File: config.mk
export PLATFORM = sky130hd
export DESIGN_NAME = dram_seq_ctrl
export DESIGN_NICKNAME = d
export VERILOG_FILES = /design/src/rtl/dram_seq_pkg.sv /design/src/rtl/dram_addr_split.sv /design/src/rtl/dram_rfsh_sched.sv /design/src/rtl/dram_strobe_dec.sv /design/src/rtl/dram_seq_ctrl.sv
export SDC_FILE = /design/constraint.sdc
export NUM_CORES = 1
export LEC_CHECK = 0
export BUFFER_PORTS_ARGS = -buffer_cell sky130_fd_sc_hd__clkbuf_2
export CAP_MARGIN = 20
export CORE_MARGIN = 1
export CORE_UTILIZATION = 45
export DETAILED_ROUTE_END_ITERATION = 12
export GPL_TIMING_DRIVEN = 0
export PLACE_DENSITY = 0.74
export SLEW_MARGIN = 20
export SYNTH_ARGS = -nofsm -noshare
export SYNTH_HDL_FRONTEND = slang
export SYNTH_HIERARCHICAL = 1
export SYNTH_SLANG_ARGS = --single-unit
File: constraint.sdc
create_clock -name clk -period 2.2 [get_ports clk]
set_input_delay 0 -clock clk [delete_from_list [all_inputs] [get_ports clk]]
set_output_delay 0 -clock clk [all_outputs]
set_load 0.02 [all_outputs]
File: src/rtl/dram_seq_pkg.sv
package dram_seq_pkg;

   typedef enum logic [1:0] {
      ST_IDLE = 2'd0,
      ST_RAS  = 2'd1,
      ST_CAS  = 2'd2,
      ST_PRE  = 2'd3
   } seq_st_t;

endpackage

File: src/rtl/dram_addr_split.sv
module dram_addr_split #(
   parameter int ROW_W    = 9,
   parameter int COL_W    = 9,
   parameter int ROW_HIGH = 1
) (
   input  logic [ROW_W+COL_W-1:0] addr,
   output logic [ROW_W-1:0]       row,
   output logic [COL_W-1:0]       col
);
   localparam int ADDR_W = ROW_W + COL_W;

   if (ROW_HIGH != 0) begin : g_row_high
      assign row = addr[ADDR_W-1:COL_W];
      assign col = addr[COL_W-1:0];
   end else begin : g_row_low
      assign row = addr[ROW_W-1:0];
      assign col = addr[ADDR_W-1:ROW_W];
   end
endmodule

File: src/rtl/dram_rfsh_sched.sv
module dram_rfsh_sched #(
   parameter int ROW_W         = 9,
   parameter int RFSH_INTERVAL = 390
) (
   input  logic             clk,
   input  logic             rst_n,
   input  logic             ack,
   output logic             pend,
   output logic [ROW_W-1:0] row
);
   localparam int IW = $clog2(RFSH_INTERVAL);

   if (RFSH_INTERVAL < 2) begin : g_bad_interval
      $error("RFSH_INTERVAL must be at least 2");
   end

   logic [IW-1:0] tmr;
   logic          tick;

   assign tick = (tmr == IW'(RFSH_INTERVAL - 1));

   always_ff @(posedge clk or negedge rst_n) begin
      if (!rst_n) begin
         tmr  <= '0;
         pend <= 1'b0;
         row  <= '0;
      end else begin
         tmr  <= tick ? '0 : tmr + 1'b1;
         pend <= tick | (pend & ~ack);
         if (ack) row <= row + 1'b1;
      end
   end

   AST_ROW_STEP: assert property (@(posedge clk) disable iff (!rst_n)
      $past(ack) |-> (row == ROW_W'($past(row) + 1'b1)));
   AST_ACK_NEEDS_PEND: assert property (@(posedge clk) disable iff (!rst_n)
      ack |-> pend);
endmodule

File: src/rtl/dram_strobe_dec.sv
module dram_strobe_dec
   import dram_seq_pkg::*;
#(
   parameter int A_W   = 9,
   parameter int CNT_W = 3
) (
   input  logic             clk,
   input  logic             rst_n,
   input  seq_st_t          st,
   input  logic [CNT_W-1:0] cnt,
   input  logic             is_wr,
   input  logic             late,
   input  logic [A_W-1:0]   row_bus,
   input  logic [A_W-1:0]   col_bus,
   output logic             ras_n,
   output logic             cas_n,
   output logic             we_n,
   output logic             oe_n,
   output logic             dq_oe,
   output logic [A_W-1:0]   a
);
   logic in_cas, cas_low, en_ok;

   assign in_cas  = (st == ST_CAS);
   assign cas_low = in_cas && (cnt != '0);
   // early: enable from the setup cycle; late: from the second CAS-low cycle
   assign en_ok   = !late || (cnt >= CNT_W'(2));

   always_comb begin
      ras_n = !((st == ST_RAS && cnt != '0) || in_cas);
      cas_n = !cas_low;
      we_n  = !(in_cas && is_wr && en_ok);
      oe_n  = !(in_cas && !is_wr && en_ok);
      dq_oe = in_cas && is_wr;
      case (st)
         ST_RAS:  a = row_bus;
         ST_CAS:  a = col_bus;
         default: a = '0;
      endcase
   end

   AST_CAS_UNDER_RAS: assert property (@(posedge clk) disable iff (!rst_n)
      !cas_n |-> !ras_n);
   AST_NO_BUS_FIGHT: assert property (@(posedge clk) disable iff (!rst_n)
      dq_oe |-> (oe_n && !ras_n));
   AST_ROW_SETUP: assert property (@(posedge clk) disable iff (!rst_n)
      $fell(ras_n) |-> $stable(a));
   AST_COL_SETUP: assert property (@(posedge clk) disable iff (!rst_n)
      $fell(cas_n) |-> $stable(a));
   AST_WE_OE_EXCL: assert property (@(posedge clk) disable iff (!rst_n)
      !we_n |-> oe_n);
endmodule

File: src/rtl/dram_seq_ctrl.sv
module dram_seq_ctrl
   import dram_seq_pkg::*;
#(
   parameter int ROW_W         = 9,
   parameter int COL_W         = 9,
   parameter int DATA_W        = 8,
   parameter int T_RP          = 2,
   parameter int T_RCD         = 2,
   parameter int T_CAS         = 2,
   parameter int T_RC          = 9,
   parameter int RFSH_INTERVAL = 390,
   parameter int ROW_HIGH      = 1
) (
   input  logic                   clk,
   input  logic                   rst_n,
   input  logic                   req_valid,
   output logic                   req_ready,
   input  logic                   req_we,
   input  logic                   req_late,
   input  logic [ROW_W+COL_W-1:0] req_addr,
   input  logic [DATA_W-1:0]      req_wdata,
   output logic                   rd_valid,
   output logic [DATA_W-1:0]      rd_data,
   output logic [((ROW_W > COL_W) ? ROW_W : COL_W)-1:0] dram_a,
   output logic                   dram_ras_n,
   output logic                   dram_cas_n,
   output logic                   dram_we_n,
   output logic                   dram_oe_n,
   output logic [DATA_W-1:0]      dram_dq_out,
   output logic                   dram_dq_oe,
   input  logic [DATA_W-1:0]      dram_dq_in
);
   localparam int A_W     = (ROW_W > COL_W) ? ROW_W : COL_W;
   localparam int LOW_ACC = T_RCD + T_CAS + 1;
   localparam int PRE_LEN = (T_RP > T_RC - LOW_ACC) ? T_RP : (T_RC - LOW_ACC);
   localparam int MAXC    = (LOW_ACC > PRE_LEN) ? LOW_ACC : PRE_LEN;
   localparam int CNT_W   = $clog2(MAXC + 1);
   localparam int HW      = $clog2(T_RP + 1) + 1;

   if (T_CAS < 2)   begin : g_bad_cas  $error("T_CAS must be at least 2"); end
   if (T_RCD < 1)   begin : g_bad_rcd  $error("T_RCD must be at least 1"); end
   if (T_RP < 1)    begin : g_bad_rp   $error("T_RP must be at least 1");  end
   if (RFSH_INTERVAL < 2 * (LOW_ACC + PRE_LEN + 2)) begin : g_bad_rf
      $error("RFSH_INTERVAL too short for one access plus one refresh");
   end

   seq_st_t          st;
   logic [CNT_W-1:0] cnt;
   logic             is_rf, is_wr, late;
   logic [A_W-1:0]   lat_row, lat_col;
   logic [DATA_W-1:0] lat_wd;
   logic             rf_pend, rf_ack;
   logic [ROW_W-1:0] rf_row, sp_row;
   logic [COL_W-1:0] sp_col;

   dram_addr_split #(.ROW_W(ROW_W), .COL_W(COL_W), .ROW_HIGH(ROW_HIGH)) u_split (
      .addr (req_addr),
      .row  (sp_row),
      .col  (sp_col)
   );

   dram_rfsh_sched #(.ROW_W(ROW_W), .RFSH_INTERVAL(RFSH_INTERVAL)) u_rfsh (
      .clk   (clk),
      .rst_n (rst_n),
      .ack   (rf_ack),
      .pend  (rf_pend),
      .row   (rf_row)
   );

   assign req_ready   = (st == ST_IDLE) && !rf_pend;
   assign rf_ack      = (st == ST_IDLE) && rf_pend;
   assign dram_dq_out = lat_wd;

   always_ff @(posedge clk or negedge rst_n) begin
      if (!rst_n) begin
         st       <= ST_IDLE;
         cnt      <= '0;
         is_rf    <= 1'b0;
         is_wr    <= 1'b0;
         late     <= 1'b0;
         lat_row  <= '0;
         lat_col  <= '0;
         lat_wd   <= '0;
         rd_valid <= 1'b0;
         rd_data  <= '0;
      end else begin
         rd_valid <= 1'b0;
         case (st)
            ST_IDLE: begin
               cnt <= '0;
               if (rf_pend) begin
                  st      <= ST_RAS;
                  is_rf   <= 1'b1;
                  is_wr   <= 1'b0;
                  lat_row <= A_W'(rf_row);
               end else if (req_valid) begin
                  st      <= ST_RAS;
                  is_rf   <= 1'b0;
                  is_wr   <= req_we;
                  late    <= req_late;
                  lat_row <= A_W'(sp_row);
                  lat_col <= A_W'(sp_col);
                  lat_wd  <= req_wdata;
               end
            end
            ST_RAS: begin
               if (!is_rf && cnt == CNT_W'(T_RCD)) begin
                  st  <= ST_CAS;
                  cnt <= '0;
               end else if (is_rf && cnt == CNT_W'(LOW_ACC)) begin
                  st  <= ST_PRE;
                  cnt <= '0;
               end else begin
                  cnt <= cnt + 1'b1;
               end
            end
            ST_CAS: begin
               if (cnt == CNT_W'(T_CAS)) begin
                  st  <= ST_PRE;
                  cnt <= '0;
                  if (!is_wr) begin
                     rd_data  <= dram_dq_in;
                     rd_valid <= 1'b1;
                  end
               end else begin
                  cnt <= cnt + 1'b1;
               end
            end
            default: begin
               if (cnt == CNT_W'(PRE_LEN - 1)) begin
                  st  <= ST_IDLE;
                  cnt <= '0;
               end else begin
                  cnt <= cnt + 1'b1;
               end
            end
         endcase
      end
   end

   dram_strobe_dec #(.A_W(A_W), .CNT_W(CNT_W)) u_dec (
      .clk     (clk),
      .rst_n   (rst_n),
      .st      (st),
      .cnt     (cnt),
      .is_wr   (is_wr),
      .late    (late),
      .row_bus (lat_row),
      .col_bus (lat_col),
      .ras_n   (dram_ras_n),
      .cas_n   (dram_cas_n),
      .we_n    (dram_we_n),
      .oe_n    (dram_oe_n),
      .dq_oe   (dram_dq_oe),
      .a       (dram_a)
   );

   // checker state: consecutive cycles with the row strobe high, saturating
   logic [HW-1:0] ras_hi_cnt;
   always_ff @(posedge clk or negedge rst_n) begin
      if (!rst_n)                            ras_hi_cnt <= HW'(T_RP);
      else if (!dram_ras_n)                  ras_hi_cnt <= '0;
      else if (ras_hi_cnt < HW'(T_RP))       ras_hi_cnt <= ras_hi_cnt + 1'b1;
   end

   AST_RAS_PRECHARGE: assert property (@(posedge clk) disable iff (!rst_n)
      $fell(dram_ras_n) |-> (ras_hi_cnt >= HW'(T_RP)));
   AST_RFSH_FIRST: assert property (@(posedge clk) disable iff (!rst_n)
      (st == ST_IDLE && rf_pend) |=> (st == ST_RAS && is_rf));
   AST_RFSH_NO_CAS: assert property (@(posedge clk) disable iff (!rst_n)
      is_rf && st != ST_IDLE |-> dram_cas_n);
   AST_RD_SINGLE: assert property (@(posedge clk) disable iff (!rst_n)
      rd_valid |=> !rd_valid);
   AST_IDLE_QUIET: assert property (@(posedge clk) disable iff (!rst_n)
      (st == ST_IDLE) |-> (dram_ras_n && dram_cas_n && !dram_dq_oe));
endmodule

* Yosys cells after proc, flatten, opt, wreduce, memory -nomap -nowiden
Cells that the tools add are included.
Word-level totals: register bits 62, input port bits 39, output and inout bits 32, word-level logic and storage cells 82
Cells by class: $add $sub $neg 3, $lt $le $gt $ge 1, equal/unequal tests 9, multiplexer cells 23, bitwise operators 5, reductions and logical operators 28
Operators by type and width (count):
- $mux 9 | 3
- $add 9x1->9 const B | 2
- $pmux 9 s2 | 1
- $mux 2 | 6
- $mux 3 | 4
- $logic_and 1x1->1 | 10
- $eq 9x9->1 const B | 1
- $pmux 3 s3 | 1
- $logic_not 1->1 | 8
- $mux 1 | 7
- $eq 3x2->1 const B | 2
- $pmux 2 s3 | 1
- $reduce_and 3->1 | 2
- $reduce_and 4->1 | 1
- $reduce_bool 4->1 | 1
- $add 3x1->3 const B | 1
- $eq 3x3->1 const B | 1
- $ge 3x2->1 const B | 1
- $ne 3x2->1 const B | 1
- $ne 3x3->1 const B | 1
- $not 1->1 | 3
- $reduce_bool 3->1 | 1
- $eq 2x1->1 const B | 1
- $eq 2x2->1 const B | 1
- 7 further kinds | 8

* Longest topological paths before layout
Gate-level depths: netlist (run 1).
word-level depth 5, mapped depth 7, gate-level depth less buffers 6

* Modules after synthesis
The synthesis (run 1) kept the hierarchy.
By module, submodules not included:
- dram_seq_ctrl | times used 1, cells an instance 151, area each 1979.4 µm², sequential area each 1076.0 µm²
- dram_rfsh_sched | times used 1, cells an instance 72, area each 829.5 µm², sequential area each 475.5 µm²
- dram_strobe_dec | times used 1, cells an instance 32, area each 197.7 µm², sequential area each 0.0 µm²
- dram_addr_split | times used 1, cells an instance 18, area each 135.1 µm², sequential area each 0.0 µm²

* Worst setup path after synthesis (run 1)
OpenSTA, ideal clock, no wires.
kind reg2reg, start register st[0], end register lat_wd[7] (netlist: dram_dq_out[7]), library setup time 0.125 ns, arrival 1.540 ns, required time 2.075 ns, setup slack 0.535 ns, stages on the path, launching flop included 8, buffers on the path 2, period minus slack after synthesis 1.665 ns, cells stage by stage dfrtp_1 -> inv_1 -> ha_1 -> nand2_1 -> or2_1 -> buf_6 -> buf_12 -> mux2_4
Between the ends: cells in the longest elaborated chain, start to end 2
RTL lines:
- start: declaration | RTL line dram_seq_ctrl.sv:47 | seq_st_t st;
- start signal: assignment | RTL line dram_seq_ctrl.sv:76 | st <= ST_IDLE;
- start signal: assignment | RTL line dram_seq_ctrl.sv:92 | st <= ST_RAS;
- start signal: assignment | RTL line dram_seq_ctrl.sv:97 | st <= ST_RAS;
- $logic_not 2->1 | RTL line dram_seq_ctrl.sv:88 | case (st)
- $reduce_and 3->1 (no source line)
- end signal: assignment | RTL line dram_seq_ctrl.sv:103 | lat_wd <= req_wdata;
- end: declaration | RTL line dram_seq_ctrl.sv:51 | logic [DATA_W-1:0] lat_wd;
Every way passes these cells. A chain may end at the register's enable or synchronous reset.

* Final worst setup path (run 1)
start register st[1], end register lat_col[3]
Between the ends: cells in the longest elaborated chain, start to end 2
RTL lines:
- $logic_not 2->1 | RTL line dram_seq_ctrl.sv:88
- $reduce_and 3->1 (no source line)
- end signal: assignment | RTL line dram_seq_ctrl.sv:102 | lat_col <= A_W'(sp_col);
- end: declaration | RTL line dram_seq_ctrl.sv:50 | logic [A_W-1:0] lat_row, lat_col;
Every way passes these cells.

==> run metrics, run 1 <==
status completed; clk sinks 62; WP buf/inv 3; endpoints failing hold 0; Ant. Diodes 0; Leak Pwr 1.99 nW; PD cells 1200 nW/um^2; GRT overflow 0; DRC violations left 0; Netlist cell types 45; ranking of synthesized cells by area dfrtp_1 49%, mux2_2 7.2%, ha_1 5.6%; total wire length 6410 um; switch share 0.369; Final Cycle Share 0.832; post-route ant nets 0; area growth from synthesis to layout 31.7%; ys async rst share 1.00; R2R Path Start st[1]; Critical Path End Type flop; Initial DRC Count 69; Critical path origin st[1]; relative slew slack 0.697; Final Skew 0.0191 ns; CP Max Fanout 10; Die H 85.6 um; Post-Syn Area 3140 um^2; sequential area share after synthesis 0.494; Fin Setup TNS 0 ns; DRT Pass-1 Iters 4; Initial Util 0.465; Clock Power Share 0.233; post-CTS setup buffers 0; worst hold margin 0.109 ns; total core area 6760 um^2; Seq pwr share 0.354; Final nets 428; final setup fails 0; top_reg_cell synth dfrtp_1; TritonCTS clock tree built; site row count 30; vias in the first global route 2200; first-pass GRT wire length 10400 um; CTS Buf Count 9; H-tree levels 3; worst slew pin tran 0.453 ns; Die W 85.6 um; die area 7320 um^2; Yosys top cell area share 0.494; number of synthesized flops with an enable pin 0; Power Total 0.00495 W; Via density 4.97; initial antenna violation count 0; crit path cell chain inv_1 > ha_1 > nand2_1 > or2_1 > buf_6 > buf_12 > mux2_4; Hold WC Path Type primary input to asynchronous set/reset pin; number of port buffers 52; Post-CTS Resized 0; RSZ-0062 raised after global routing false; Critical Path RT 2.42 ns; clock buffer depth 2; Ys Warns 6; MaxCap Viol Count 0; layout cell share with drive strength beyond 1 0.342; mean area per synthesized cell 11.5 um^2; dpl ws 0.388 ns; highest clock rate 546 MHz; Post-Syn Instances 273; Slowest cell on crit path dfrtp_1; critical path type flop to flop; fin worst setup slack 0.369 ns; clock root buffer clkbuf_8; Via Count 2284; Clk pin slew, worst setup/hold paths 0.07 ns; Max IR drop VDD 468 uV; max incr delay on CP 0.45 ns; Slew Viols, Final 0; hold_buf cts 38; Routed wire per std cell 13.9 um; delay-heaviest family, CP flip-flops; syn nets 326; startpoint type of the worst setup path flop; Final min period 1.83 ns; Comb pwr share 0.412; switching pwr 0.00182 W; RD Place Congestion 0.745; Internal 0.00313 W; DP Wirelength 4200 um; #FFs+latches synth 62; clk_lat worst skew 0.35 ns; Tot GR Track Use 0.184; leading area contributor after synthesis dfrtp_1; IO Count 71; Worst EP arrival 2.05 ns; largest net degree at the start of global routing 41
## synthesized netlist by cell type, drive strengths merged, types with 4 or more instances
master and count:
mux2 29, nand3 7, nor2 21, a22oi 9, nand4 6, nand2 19, ha 14, mux2i 10
o21ai 15, buf 25, inv 12, xnor2 8, dfrtp 62, a21oi 4, xor2 5
## sequential cells by signal (all words and copies together), names as in the netlist
name,count
st,2
is_wr,1
u_rfsh/row,9
u_rfsh/tmr,9
rd_data,8
late,1
cnt,3
lat_row,9
u_rfsh/pend,1
lat_col,9
is_rf,1
dram_dq_out,8
rd_valid,1
## power by group through the flow
stage | clock [W] | combinational, W | sequential [W]
3_3_place_gp | 0 | 0.00195 | 0.00175
4_1_cts | 0.00116 | 0.00205 | 0.00176
5_1_grt | 0.00123 | 0.00223 | 0.00181
3_5_place_dp | 0 | 0.00199 | 0.00178
2_1_floorplan | 0 | 0.00130 | 0.00190
6_report | 0.00116 | 0.00204 | 0.00175
## path summary, 6_finish.rpt
kind | to | slack, ns | depth (start not counted)
worst max-delay path | lat_col[3] | 0.37 | 7
worst min-delay path | lat_col[4] | 0.11 | 2
worst max register to register | lat_col[3] | 0.37 | 7
worst min register to register | u_rfsh/row[8] | 0.48 | 1
max in group asynchronous | rd_data[4] | 1.57 | 3
min in group clk | dram_dq_out[6] | 0.42 | 3
## cell usage in the layout (no fill, tap or decap), types with 8 or more instances in the layout
master / netlist / layout
buf_4: 18 / 18
clkbuf_2: 1 / 52
mux2_2: 20 / 20
ha_1: 14 / 14
nand2_1: 19 / 19
xnor2_1: 8 / 8
dfrtp_1: 62 / 62
dlygate4sd3_1: 0 / 38
o21ai_0: 15 / 15
nor2_1: 20 / 20
mux2i_1: 10 / 10
a22oi_1: 9 / 9
inv_1: 12 / 12
mux2_4: 9 / 9
clkbuf_8: 0 / 10
## cell families (layout without fill, tap and decap cells)
family | Yosys count | in the layout | share of synthesized area
flops | 62 | 62 | 0.494
simple gates | 71 | 71 | 0.120
mux | 39 | 39 | 0.147
xor+xnor | 13 | 13 | 0.0362
compound gates | 35 | 35 | 0.0701
buf+inv | 39 | 146 | 0.0777
fa+ha+maj | 14 | 14 | 0.0558
## cell type report
cell class	count	area [um^2]
fillers	556	2620
clock inverters	6	93.8
flip-flops and latches	62	1550
clock buffers	10	138
repair buffers	91	663
plain buffers	27	199
inverters	12	45.0
multi-input cells	172	1350
well taps	80	100
## per-stage QoR
| stage | instance area [um^2] | instances | util |
|---|---|---|---|
| 2_1_floorplan | 3140 | 273 | - |
| 6_report | 4140 | 460 | 0.612 |
| 3_5_place_dp | 3520 | 406 | 0.522 |
| 3_3_place_gp | 3500 | 405 | 0.518 |
| 4_1_cts | 4140 | 460 | 0.612 |
| 5_1_grt | 4140 | 460 | 0.612 |
## layer usage
metal	GRT usage	part of all wire	up-vias
li1	-	-	1122
met1	0.253	0.46	1108
met2	0.294	0.49	46
met3	0.0404	0.035	8
met4	0.0545	0.013	0
met5	0	0	-
(Power assumes the default switching activity.)
==> run 2, diff against run 1 <==
Settings changed: ABC_AREA from default to 1, PLACE_DENSITY 0.74 to 0.77.
Clock period 2.2 ns to 1.6 ns, I/O delays scaled along.
==> run 2 against run 1 <==
Clock power grew 37%. First-iteration DRC count grew 25%. Final cell count grew 28%. Core utilization grew 2.9 points. Sequential cell count is the same. Largest power group unchanged. Combinational power grew 53%. Worst setup slack lost 0.36 ns. Register-to-register slack lost 0.30 ns. Critical endpoint is now dram_a[0].
==> run metrics, run 2 <==
#FFs+latches synth 62; syn nets 433; R2R setup slack 0.07 ns; Clock Power Share 0.224; post-route ant nets 0; Final min period 1.60 ns; Hold WC Path Type primary input to flop; delay-heaviest family, CP buffers and inverters; Filler cells 555; Initial DRC Count 86; Final Skew 0.00851 ns; fin worst setup slack 0.00497 ns; Worst Reg2Reg Path Length in Cells 7; initial antenna violation count 0; dpl ws -0.0914 ns; clock root buffer clkbuf_8; Via Count 2756; Hold Crit Endpoint lat_row[3]; Tot GR Track Use 0.193; relative slew slack 0.745; die area 7740 um^2; ranking of synthesized cells by area dfrtp_1 47%, nand2_1 13%, ha_1 5.3%; Yosys top cell area share 0.467; reg-to-reg endpoint lat_col[3]; Post-Syn Area 3330 um^2; Slew Viols, Final 0; critical path type flop to primary output; Ant. Diodes 0; MaxCap Viol Count 0; IO Count 71; site row count 30; mean area per synthesized cell 8.75 um^2; total wire length 7200 um; switch share 0.369; Max IR drop VDD 756 uV; Post-Syn Instances 380; commonest cells after routing, fill and taps aside 118 x nand2_1, 61 x dfrtp_1, 47 x clkbuf_2, 42 x inv_1, 36 x dlygate4sd3_1; RD Place Congestion 0.814; worst slew pin tran 0.383 ns; switching pwr 0.00262 W; max incr delay on CP 0.41 ns; Routed wire per std cell 12.2 um; layout cell share with drive strength beyond 1 0.302; Leak Pwr 2.23 nW; vias in the first global route 2690; first-pass GRT wire length 11400 um; highest clock rate 627 MHz; TritonCTS clock tree built; CTS Buf Count 9; CP Max Fanout 10; final setup fails 0; WP buf/inv 3; fin cells 589; DRT Pass-1 Iters 4; clk_lat worst skew 0.33 ns; Placed Cells 529; Die H 88.0 um; Slowest cell on crit path dfrtp_2; Critical Path RT 1.60 ns; Internal 0.00447 W; H-tree levels 3; Reg area 1550 um^2; ys async rst share 1.00; Via density 4.68; Synth top cells by count 118 x nand2_1, 62 x dfrtp_1, 44 x inv_1; clock buffer depth 2; crit path cell chain buf_4 > ha_4 > buf_6 > nand2_1 > a21oi_1 > clkbuf_2; Comb pwr share 0.440; clk sinks 62; commonest non-fill, non-tap cell in the layout nand2_1; endpoints failing hold 0; largest net degree at the start of global routing 36; PD cells 1580 nW/um^2; number of port buffers 52; sequential area share after synthesis 0.467; Die W 88.0 um; Hold Path Cell Cnt 3; Final nets 541; Worst EP arrival 1.60 ns; DP Wirelength 4690 um; Netlist cell types 30; Clk pin slew, worst setup/hold paths 0.07 ns; HP Start req_addr[12]; top_reg_cell synth dfrtp_1; R2R Path Start st[0]; area growth from synthesis to layout 34.6%; area of the multi-input gates 1460 um^2; leading area contributor after synthesis dfrtp_1; Initial Util 0.476; Power Total 0.00710 W; Critical Path End Type primary output; total core area 6980 um^2; startpoint type of the worst setup path flop; Seq pwr share 0.336; number of synthesized flops with an enable pin 0; Final Cycle Share 0.997; GRT overflow 0; most frequent cell after synthesis nand2_1; status completed; DRC violations left 0; Ys Warns 6
## run 2: worst max-delay path by stage
stage,end,startpoint,depth (start not counted)
2_1_floorplan,dram_dq_out[7],st[0],7
3_3_place_gp,u_rfsh/row[7],u_rfsh/pend,9
3_5_place_dp,u_rfsh/row[7],u_rfsh/pend,9
4_1_cts,dram_a[4],st[0],6
5_1_grt,dram_a[0],st[1],6
6_report,dram_a[0],st[1],6
## run 2: cell type report
cell class | count | share of cell area
buffer | 25 | 0.0453
clock buffer | 13 | 0.0377
clock inverter | 3 | 0.0145
inverter | 48 | 0.0411
multi-input combinational | 244 | 0.327
sequential | 62 | 0.347
tap | 96 | 0.0268
timing repair buffer | 98 | 0.161
## run 2: worst min-delay path, stage by stage
cell and delay, ns:
buf_4 0.07, o21ai_0 0.09, o21ai_0 0.14
## run 2: cells by family after synthesis
logic type	Yosys count	share of synthesized area
compound gates	37	0.0568
xor+xnor	7	0.0184
fa+ha+maj	14	0.0527
buf+inv	74	0.114
flops	62	0.467
mux	18	0.0722
simple gates	168	0.220
## run 2: power groups by stage
stage | logic [W] | registers [W] | clock network [W]
finish | 0.00312 | 0.00239 | 0.00159
global placement | 0.00261 | 0.00238 | 0
detailed placement | 0.00267 | 0.00241 | 0
global route | 0.00343 | 0.00245 | 0.00170
CTS | 0.00282 | 0.00237 | 0.00162
floorplan | 0.00171 | 0.00259 | 0
## run 2: metrics by stage
step           TNS, ns  hold WS (ns)   util  area (um^2)
3_5_place_dp     -1.12       -0.0232  0.534         3730
2_1_floorplan   -0.271        -0.296      -         3330
6_report             0        0.0100  0.641         4480
5_1_grt         -0.201        0.0180  0.641         4480
4_1_cts              0       0.00760  0.624         4360
3_3_place_gp    -0.515         0.193  0.531         3710
## run 2: repair_timing
action,4_1_cts,5_1_grt
endpoints found under the setup margin,28,52
hold endpoints to repair,97,0
resized for setup,3,23
gates cloned,0,1
pin swaps,1,1
hold buffers,36,0
buffers inserted,4,4
## run 2: routing by layer
metal	vias to the layer above	wire length [um]	track usage
met2	72	3740	0.346
met3	8	323	0.0537
met5	-	0	0
met4	0	100	0.0686
met1	1290	3040	0.218
li1	1386	-	-
